--- src/rtl/xsw_pkg.sv ---
package xsw_pkg;
  typedef enum logic [2:0] {
    ST_IDLE,
    ST_MEM,
    ST_GRAB,
    ST_LIFT,
    ST_SINK
  } xsw_state_e;

  localparam logic [1:0] SRC_L1  = 2'd0;
  localparam logic [1:0] SRC_L2  = 2'd1;
  localparam logic [1:0] SRC_MEM = 2'd2;
endpackage

--- src/rtl/xsw_l1.sv ---
module xsw_l1 #(
  parameter int ADDR_W = 8,
  parameter int DATA_W = 32,
  parameter int SETS   = 8
) (
  input  logic                               clk_i,
  input  logic                               rst_ni,
  input  logic [ADDR_W-1:0]                  lk_addr_i,
  output logic                               hit_o,
  output logic [DATA_W-1:0]                  data_o,
  output logic                               occ_valid_o,
  output logic [ADDR_W-1:0]                  occ_addr_o,
  input  logic                               wr_en_i,
  input  logic [ADDR_W-1:0]                  wr_addr_i,
  input  logic [DATA_W-1:0]                  wr_data_i,
  output logic [SETS-1:0]                    valid_o,
  output logic [SETS-1:0][ADDR_W-$clog2(SETS)-1:0] tag_o
);
  localparam int IDX_W = $clog2(SETS);
  localparam int TAG_W = ADDR_W - IDX_W;

  logic [SETS-1:0]             valid_q;
  logic [SETS-1:0][TAG_W-1:0]  tag_q;
  logic [DATA_W-1:0]           data_q [SETS];
  logic [IDX_W-1:0]            lk_idx, wr_idx;

  assign lk_idx = lk_addr_i[IDX_W-1:0];
  assign wr_idx = wr_addr_i[IDX_W-1:0];

  assign hit_o       = valid_q[lk_idx] && (tag_q[lk_idx] == lk_addr_i[ADDR_W-1:IDX_W]);
  assign data_o      = data_q[lk_idx];
  assign occ_valid_o = valid_q[lk_idx];
  assign occ_addr_o  = {tag_q[lk_idx], lk_idx};
  assign valid_o     = valid_q;
  assign tag_o       = tag_q;

  always_ff @(posedge clk_i or negedge rst_ni) begin
    if (!rst_ni) begin
      valid_q <= '0;
      tag_q   <= '0;
    end else if (wr_en_i) begin
      valid_q[wr_idx] <= 1'b1;
      tag_q[wr_idx]   <= wr_addr_i[ADDR_W-1:IDX_W];
    end
  end

  always_ff @(posedge clk_i) begin
    if (wr_en_i) data_q[wr_idx] <= wr_data_i;
  end
endmodule

--- src/rtl/xsw_l2.sv ---
module xsw_l2 #(
  parameter int ADDR_W = 8,
  parameter int DATA_W = 32,
  parameter int SETS   = 4
) (
  input  logic                                          clk_i,
  input  logic                                          rst_ni,
  input  logic [ADDR_W-1:0]                             lk_addr_i,
  output logic                                          hit_o,
  output logic                                          hit_way_o,
  output logic [DATA_W-1:0]                             hit_data_o,
  output logic                                          fill_way_o,
  input  logic                                          wr_en_i,
  input  logic                                          wr_way_i,
  input  logic                                          wr_valid_i,
  input  logic [ADDR_W-1:0]                             wr_addr_i,
  input  logic [DATA_W-1:0]                             wr_data_i,
  input  logic                                          lru_we_i,
  input  logic                                          lru_val_i,
  output logic [SETS-1:0][1:0]                          valid_o,
  output logic [SETS-1:0][1:0][ADDR_W-$clog2(SETS)-1:0] tag_o
);
  localparam int IDX_W = $clog2(SETS);
  localparam int TAG_W = ADDR_W - IDX_W;
  localparam int WAYS  = 2;

  logic [SETS-1:0][WAYS-1:0]            valid_q;
  logic [SETS-1:0][WAYS-1:0][TAG_W-1:0] tag_q;
  logic [SETS-1:0]                      lru_q;
  logic [DATA_W-1:0]                    data_q [SETS][WAYS];
  logic [IDX_W-1:0]                     set;
  logic [WAYS-1:0]                      way_hit;

  // every access in one operation targets the set of the lookup address
  assign set = lk_addr_i[IDX_W-1:0];

  for (genvar w = 0; w < WAYS; w++) begin : g_way
    assign way_hit[w] = valid_q[set][w] && (tag_q[set][w] == lk_addr_i[ADDR_W-1:IDX_W]);
  end

  assign hit_o      = |way_hit;
  assign hit_way_o  = way_hit[1];
  assign hit_data_o = data_q[set][way_hit[1]];
  assign fill_way_o = !valid_q[set][0] ? 1'b0 :
                      !valid_q[set][1] ? 1'b1 : lru_q[set];
  assign valid_o    = valid_q;
  assign tag_o      = tag_q;

  always_ff @(posedge clk_i or negedge rst_ni) begin
    if (!rst_ni) begin
      valid_q <= '0;
      tag_q   <= '0;
      lru_q   <= '0;
    end else begin
      if (wr_en_i) begin
        valid_q[set][wr_way_i] <= wr_valid_i;
        tag_q[set][wr_way_i]   <= wr_addr_i[ADDR_W-1:IDX_W];
      end
      if (lru_we_i) lru_q[set] <= lru_val_i;
    end
  end

  always_ff @(posedge clk_i) begin
    if (wr_en_i && wr_valid_i) data_q[set][wr_way_i] <= wr_data_i;
  end
endmodule

--- src/rtl/xsw_seq.sv ---
module xsw_seq
  import xsw_pkg::*;
#(
  parameter int ADDR_W = 8,
  parameter int DATA_W = 32
) (
  input  logic              clk_i,
  input  logic              rst_ni,
  input  logic              req_valid_i,
  input  logic [ADDR_W-1:0] req_addr_i,
  output logic              req_ready_o,
  output logic              resp_valid_o,
  output logic [DATA_W-1:0] resp_data_o,
  output logic [1:0]        resp_src_o,
  output logic              mem_req_o,
  output logic [ADDR_W-1:0] mem_addr_o,
  input  logic              mem_valid_i,
  input  logic [DATA_W-1:0] mem_data_i,
  output logic [ADDR_W-1:0] lk_addr_o,
  input  logic              l1_hit_i,
  input  logic [DATA_W-1:0] l1_data_i,
  input  logic              l1_occ_valid_i,
  input  logic [ADDR_W-1:0] l1_occ_addr_i,
  output logic              l1_we_o,
  output logic [ADDR_W-1:0] l1_wr_addr_o,
  output logic [DATA_W-1:0] l1_wr_data_o,
  input  logic              l2_hit_i,
  input  logic              l2_hit_way_i,
  input  logic [DATA_W-1:0] l2_hit_data_i,
  input  logic              l2_fill_way_i,
  output logic              l2_we_o,
  output logic              l2_way_o,
  output logic              l2_wr_valid_o,
  output logic [ADDR_W-1:0] l2_wr_addr_o,
  output logic [DATA_W-1:0] l2_wr_data_o,
  output logic              l2_lru_we_o,
  output logic              l2_lru_val_o
);
  xsw_state_e        state_q;
  logic [ADDR_W-1:0] addr_q;
  logic              way_q, from_mem_q;
  logic              buf_valid_q;
  logic [ADDR_W-1:0] buf_addr_q;
  logic [DATA_W-1:0] buf_data_q;
  logic              resp_valid_q;
  logic [DATA_W-1:0] resp_data_q;
  logic [1:0]        resp_src_q;
  logic              accept;

  assign req_ready_o  = (state_q == ST_IDLE);
  assign accept       = req_valid_i && req_ready_o;
  assign lk_addr_o    = req_ready_o ? req_addr_i : addr_q;
  assign mem_req_o    = (state_q == ST_MEM);
  assign mem_addr_o   = addr_q;
  assign resp_valid_o = resp_valid_q;
  assign resp_data_o  = resp_data_q;
  assign resp_src_o   = resp_src_q;

  // requested line enters the first level in the same cycle its second-level slot clears
  assign l1_we_o      = (state_q == ST_LIFT);
  assign l1_wr_addr_o = addr_q;
  assign l1_wr_data_o = l2_hit_data_i;

  always_comb begin
    l2_we_o       = 1'b0;
    l2_way_o      = 1'b0;
    l2_wr_valid_o = 1'b0;
    l2_wr_addr_o  = addr_q;
    l2_wr_data_o  = mem_data_i;
    l2_lru_we_o   = 1'b0;
    l2_lru_val_o  = 1'b0;
    unique case (state_q)
      ST_MEM: begin
        l2_we_o       = mem_valid_i;
        l2_way_o      = l2_fill_way_i;
        l2_wr_valid_o = 1'b1;
      end
      ST_LIFT: begin
        l2_we_o  = 1'b1;
        l2_way_o = l2_hit_way_i;
      end
      ST_SINK: begin
        l2_we_o       = 1'b1;
        l2_way_o      = way_q;
        l2_wr_valid_o = buf_valid_q;
        l2_wr_addr_o  = buf_addr_q;
        l2_wr_data_o  = buf_data_q;
        l2_lru_we_o   = 1'b1;
        l2_lru_val_o  = buf_valid_q ? ~way_q : way_q;
      end
      default: ;
    endcase
  end

  always_ff @(posedge clk_i or negedge rst_ni) begin
    if (!rst_ni) begin
      state_q      <= ST_IDLE;
      addr_q       <= '0;
      way_q        <= 1'b0;
      from_mem_q   <= 1'b0;
      buf_valid_q  <= 1'b0;
      buf_addr_q   <= '0;
      buf_data_q   <= '0;
      resp_valid_q <= 1'b0;
      resp_data_q  <= '0;
      resp_src_q   <= SRC_L1;
    end else begin
      resp_valid_q <= 1'b0;
      unique case (state_q)
        ST_IDLE: if (accept) begin
          addr_q     <= req_addr_i;
          from_mem_q <= !l2_hit_i;
          if (l1_hit_i) begin
            resp_valid_q <= 1'b1;
            resp_data_q  <= l1_data_i;
            resp_src_q   <= SRC_L1;
          end else begin
            state_q <= l2_hit_i ? ST_GRAB : ST_MEM;
          end
        end
        ST_MEM: if (mem_valid_i) state_q <= ST_GRAB;
        ST_GRAB: begin
          buf_valid_q <= l1_occ_valid_i;
          buf_addr_q  <= l1_occ_addr_i;
          buf_data_q  <= l1_data_i;
          state_q     <= ST_LIFT;
        end
        ST_LIFT: begin
          way_q        <= l2_hit_way_i;
          resp_valid_q <= 1'b1;
          resp_data_q  <= l2_hit_data_i;
          resp_src_q   <= from_mem_q ? SRC_MEM : SRC_L2;
          state_q      <= ST_SINK;
        end
        ST_SINK: state_q <= ST_IDLE;
        default: state_q <= ST_IDLE;
      endcase
    end
  end
endmodule

--- src/rtl/xsw_top.sv ---
module xsw_top #(
  parameter int ADDR_W  = 8,
  parameter int DATA_W  = 32,
  parameter int L1_SETS = 8,
  parameter int L2_SETS = 4
) (
  input  logic              clk_i,
  input  logic              rst_ni,
  input  logic              req_valid_i,
  input  logic [ADDR_W-1:0] req_addr_i,
  output logic              req_ready_o,
  output logic              resp_valid_o,
  output logic [DATA_W-1:0] resp_data_o,
  output logic [1:0]        resp_src_o,
  output logic              mem_req_o,
  output logic [ADDR_W-1:0] mem_addr_o,
  input  logic              mem_valid_i,
  input  logic [DATA_W-1:0] mem_data_i
);
  localparam int L1_TAG_W = ADDR_W - $clog2(L1_SETS);
  localparam int L2_TAG_W = ADDR_W - $clog2(L2_SETS);

  logic [ADDR_W-1:0] lk_addr;
  logic              l1_hit, l1_occ_valid, l1_we;
  logic [DATA_W-1:0] l1_data, l1_wr_data;
  logic [ADDR_W-1:0] l1_occ_addr, l1_wr_addr;
  logic              l2_hit, l2_hit_way, l2_fill_way, l2_we, l2_way, l2_wr_valid;
  logic              l2_lru_we, l2_lru_val;
  logic [DATA_W-1:0] l2_hit_data, l2_wr_data;
  logic [ADDR_W-1:0] l2_wr_addr;

  logic [L1_SETS-1:0]                     l1_valid;
  logic [L1_SETS-1:0][L1_TAG_W-1:0]       l1_tag;
  logic [L2_SETS-1:0][1:0]                l2_valid;
  logic [L2_SETS-1:0][1:0][L2_TAG_W-1:0]  l2_tag;

  xsw_seq #(.ADDR_W(ADDR_W), .DATA_W(DATA_W)) u_seq (
    .clk_i, .rst_ni, .req_valid_i, .req_addr_i, .req_ready_o,
    .resp_valid_o, .resp_data_o, .resp_src_o,
    .mem_req_o, .mem_addr_o, .mem_valid_i, .mem_data_i,
    .lk_addr_o      (lk_addr),
    .l1_hit_i       (l1_hit),
    .l1_data_i      (l1_data),
    .l1_occ_valid_i (l1_occ_valid),
    .l1_occ_addr_i  (l1_occ_addr),
    .l1_we_o        (l1_we),
    .l1_wr_addr_o   (l1_wr_addr),
    .l1_wr_data_o   (l1_wr_data),
    .l2_hit_i       (l2_hit),
    .l2_hit_way_i   (l2_hit_way),
    .l2_hit_data_i  (l2_hit_data),
    .l2_fill_way_i  (l2_fill_way),
    .l2_we_o        (l2_we),
    .l2_way_o       (l2_way),
    .l2_wr_valid_o  (l2_wr_valid),
    .l2_wr_addr_o   (l2_wr_addr),
    .l2_wr_data_o   (l2_wr_data),
    .l2_lru_we_o    (l2_lru_we),
    .l2_lru_val_o   (l2_lru_val)
  );

  xsw_l1 #(.ADDR_W(ADDR_W), .DATA_W(DATA_W), .SETS(L1_SETS)) u_l1 (
    .clk_i, .rst_ni,
    .lk_addr_i   (lk_addr),
    .hit_o       (l1_hit),
    .data_o      (l1_data),
    .occ_valid_o (l1_occ_valid),
    .occ_addr_o  (l1_occ_addr),
    .wr_en_i     (l1_we),
    .wr_addr_i   (l1_wr_addr),
    .wr_data_i   (l1_wr_data),
    .valid_o     (l1_valid),
    .tag_o       (l1_tag)
  );

  xsw_l2 #(.ADDR_W(ADDR_W), .DATA_W(DATA_W), .SETS(L2_SETS)) u_l2 (
    .clk_i, .rst_ni,
    .lk_addr_i  (lk_addr),
    .hit_o      (l2_hit),
    .hit_way_o  (l2_hit_way),
    .hit_data_o (l2_hit_data),
    .fill_way_o (l2_fill_way),
    .wr_en_i    (l2_we),
    .wr_way_i   (l2_way),
    .wr_valid_i (l2_wr_valid),
    .wr_addr_i  (l2_wr_addr),
    .wr_data_i  (l2_wr_data),
    .lru_we_i   (l2_lru_we),
    .lru_val_i  (l2_lru_val),
    .valid_o    (l2_valid),
    .tag_o      (l2_tag)
  );
endmodule

--- config.mk ---
export PLATFORM = sky130hd
export DESIGN_NAME = xsw_top
export DESIGN_NICKNAME = d
export VERILOG_FILES = /design/src/rtl/xsw_pkg.sv /design/src/rtl/xsw_l1.sv /design/src/rtl/xsw_l2.sv /design/src/rtl/xsw_seq.sv /design/src/rtl/xsw_top.sv
export SDC_FILE = /design/constraint.sdc
export NUM_CORES = 1
export LEC_CHECK = 0
export CORE_MARGIN = 5
export CORE_UTILIZATION = 50
export CTS_CLUSTER_DIAMETER = 100
export DETAILED_ROUTE_END_ITERATION = 8
export DONT_BUFFER_PORTS = 1
export PLACE_DENSITY = 0.68
export SLEW_MARGIN = 20
export SYNTH_ARGS = -nofsm -noshare
export SYNTH_HDL_FRONTEND = slang
export SYNTH_SLANG_ARGS = --single-unit
--- constraint.sdc ---
create_clock -name clk_i -period 9.3 [get_ports clk_i]
set_input_delay 1.86 -clock clk_i [delete_from_list [all_inputs] [get_ports clk_i]]
set_output_delay 1.86 -clock clk_i [all_outputs]
set_load 0.01 [all_outputs]
==> reports/metrics.yaml <==
netlist_area_um2: 28600
hpwl_mm: 36.8
cts_tree: "done"
r2r-end: "u_l2.data_q[0][20]$_DFFE_PP_"
dpl_cell_area_um2: 29500
cts_resized: 0
slowest_delay_ns: 0.88
synth.distinct_cells: 58
yosysMostFrequentCell: "edfxtp_1"
synth-async-reset-ratio: 0.276
synth_edf_count: 512
worstRegToRegCells: 9
drtIter0Drc: 1403
power_mw: 11.6
nets: 1747
root_buffer: "clkbuf_16"
grt_pass1_wl_mm: 102
ir_worst_vdd_v: 0.000287
seq_area_um2: 20300
port_buffers: 0
ys_top_cells_by_area: "edfxtp_1 (54%), dfrtp_1 (17%), mux2_2 (7.8%), mux4_2 (5.9%), mux2i_1 (2.5%)"
cp-start-kind: "input port"
clkTransAtPathRegs_ns: 0.06
end_kind: "flip-flop"
crit_slowest_cell: "and2_4"
tightestPinTransition_ns: 1.10
ctsHoldBuffers: 0
drive_gt1_frac: 0.260
total_leakage_power_nw: 11.2
final_util: 0.565
dieArea_um2: 62100
fmax_mhz: 162
slew_headroom: 0.264
rrSetupSlack_ns: 3.79
row_count: 87
final_max_slew_viol_count: 0
globalRouteTotalUtil: 0.214
hold_path_startpoint: "u_l1.valid_o[3]$_DFFE_PN0P_"
cap_viol_max_count: 0
crit_family: "simple AND/OR/NAND/NOR gates"
drc: 0
dp_slack_ns: 2.29
num_io_pins: 89
path_class: "in -> reg"
antenna_found_initial: 6
area_delta_synth_final_pct: 11.6
hold-path-endpoint: "u_l1.valid_o[3]$_DFFE_PN0P_"
nFillCells: 4260
ys_top_cells_by_count: "edfxtp_1 (512), mux2_2 (198), dfrtp_1 (195)"
gp_congestion: 0.822
period_share: 0.665
routed_wirelength_mm: 66.9
setup_slack_ns: 3.11
multi_input_area_um2: 8030
final_area_um2: 31900
post-cts-setup-buffers: 0
start_util: 0.506
die_h_um: 249
finalClockSkew_ns: 0.0165
power_density_nw_per_um2: 363
worstHoldPathCells: 1
synth-seq-area-share: 0.708
first_global_vias: 16100
die_width_um: 249
finalNonFillerCells: 2520
htree_num_levels: 3
cp_common_cell: "buf_4"
required_ns: 9.57
drtPass1Iterations: 5
worst-path-buf-inv: 2
arrival_ns: 6.46
routedWlPerCell_um: 26.6
yosys_warnings: 0
core_um2: 56500
antenna_left: 0
outcome: "finished clean"
synth.largest_area_cell: "edfxtp_1"
synthesis.nets: 1736
hold_viol: 0
grt-ovfl-total: 0
synth-seq-cells: 707
holdWs_ns: 0.471
synth_top_cell_area_share: 0.538
clk_latency_ns: 0.61
cp_cell_sequence: "or4b_1 -> and2_4 -> buf_4 -> mux4_2 -> o211ai_2 -> o21ai_1 -> o21ai_2 -> nor2_4 -> buf_4"
cts_inserted_buffers: 71
cts.sinks: 707
vias: 15300
min_path_type: "reg -> reg"
finalCriticalPeriod_ns: 6.19
setup_viol: 0
synth_ff_type: "edfxtp_1"
cp_max_fo: 55
final.setup.tns_ns: 0
syn_inst: 1692
place_inst: 2382
rr_startpoint: "u_seq.state_q[1]$_DFFE_PN0P_"
rsz0062_at_grt: "no"
clk_path_buf_depth: 3
syn_avg_cell_area_um2: 16.9
vias_per_cell: 6.08
grt_max_degree: 196
[worst max path at each step]
stage | cells past startpoint | endpoint | start | slack (ns)
floorplan | 10 | u_l2.data_q[3][0]$_DFFE_PP_ | req_addr_i[0] | 3.38
global placement | 10 | u_l2.data_q[1][43]$_DFFE_PP_ | req_addr_i[0] | 2.35
detailed placement | 9 | u_l2.data_q[1][59]$_DFFE_PP_ | req_addr_i[0] | 2.29
CTS | 9 | u_l2.data_q[1][60]$_DFFE_PP_ | req_addr_i[0] | 2.91
global route | 9 | u_l2.data_q[0][19]$_DFFE_PP_ | req_addr_i[0] | 2.73
finish | 9 | u_l2.data_q[0][20]$_DFFE_PP_ | req_addr_i[0] | 3.11
[final cells by class]
type                       count  area share
antenna                        3    0.000235
inverter                       8    0.000941
sequential                   707       0.635
multi-input combinational    879       0.252
clock inverter                34      0.0103
tap                          756      0.0296
timing repair buffer          36      0.0105
clock buffer                  97      0.0623
[registers in the layout, summed over array words and instances (netlist names), 2 cells and up]
signal,cells
u_seq.state_q,3
u_l2.lru_q,4
u_seq.buf_data_q,32
u_seq.resp_data_o,32
u_l2.tag_o,48
u_l2.valid_o,8
u_l1.tag_o,40
u_seq.buf_addr_q,6
u_l1.data_q,256
u_seq.l1_wr_addr_o,8
u_l2.data_q,256
u_l1.valid_o,8
u_seq.resp_src_o,2
[layout by cell type (no fill, tap or decap), types with 10 or more instances in the layout]
| cell type | count |
|---|---|
| o21a_1 | 14 |
| a221o_1 | 33 |
| mux4_2 | 75 |
| o22a_1 | 11 |
| nor2_4 | 10 |
| dfrtp_1 | 195 |
| clkinv_2 | 10 |
| mux2_2 | 197 |
| o21ai_0 | 64 |
| clkbuf_16 | 73 |
| buf_4 | 32 |
| edfxtp_1 | 512 |
| mux2i_1 | 69 |
| a211oi_1 | 10 |
| clkbuf_1 | 17 |
| clkinv_1 | 11 |
| a221oi_1 | 33 |
| a21oi_1 | 38 |
| and3_1 | 13 |
| xnor2_1 | 22 |
| nand2_1 | 166 |
[power breakdown]
| part | switching (mW) | internal, mW |
|---|---|---|
| Clock | 1.19 | 1.63 |
| Sequential | 0.382 | 4.28 |
| Combinational | 2.45 | 1.66 |
[metal layers]
metal / global-route usage / part of all wire / vias up
met5: 0 / 0 / -
met4: 0.0679 / 0.025 / 0
met3: 0.0405 / 0.056 / 113
met2: 0.355 / 0.50 / 489
met1: 0.293 / 0.42 / 8074
li1: - / - / 6658
[cell families after synthesis]
family          count (synthesis)  synth area share
flops                         707             0.708
mux                           348             0.164
compound gates                257            0.0640
simple gates                  251            0.0408
buf+inv                       106            0.0160
xor+xnor                       23           0.00705
No activity file was read; power rests on OpenSTA's default activity.
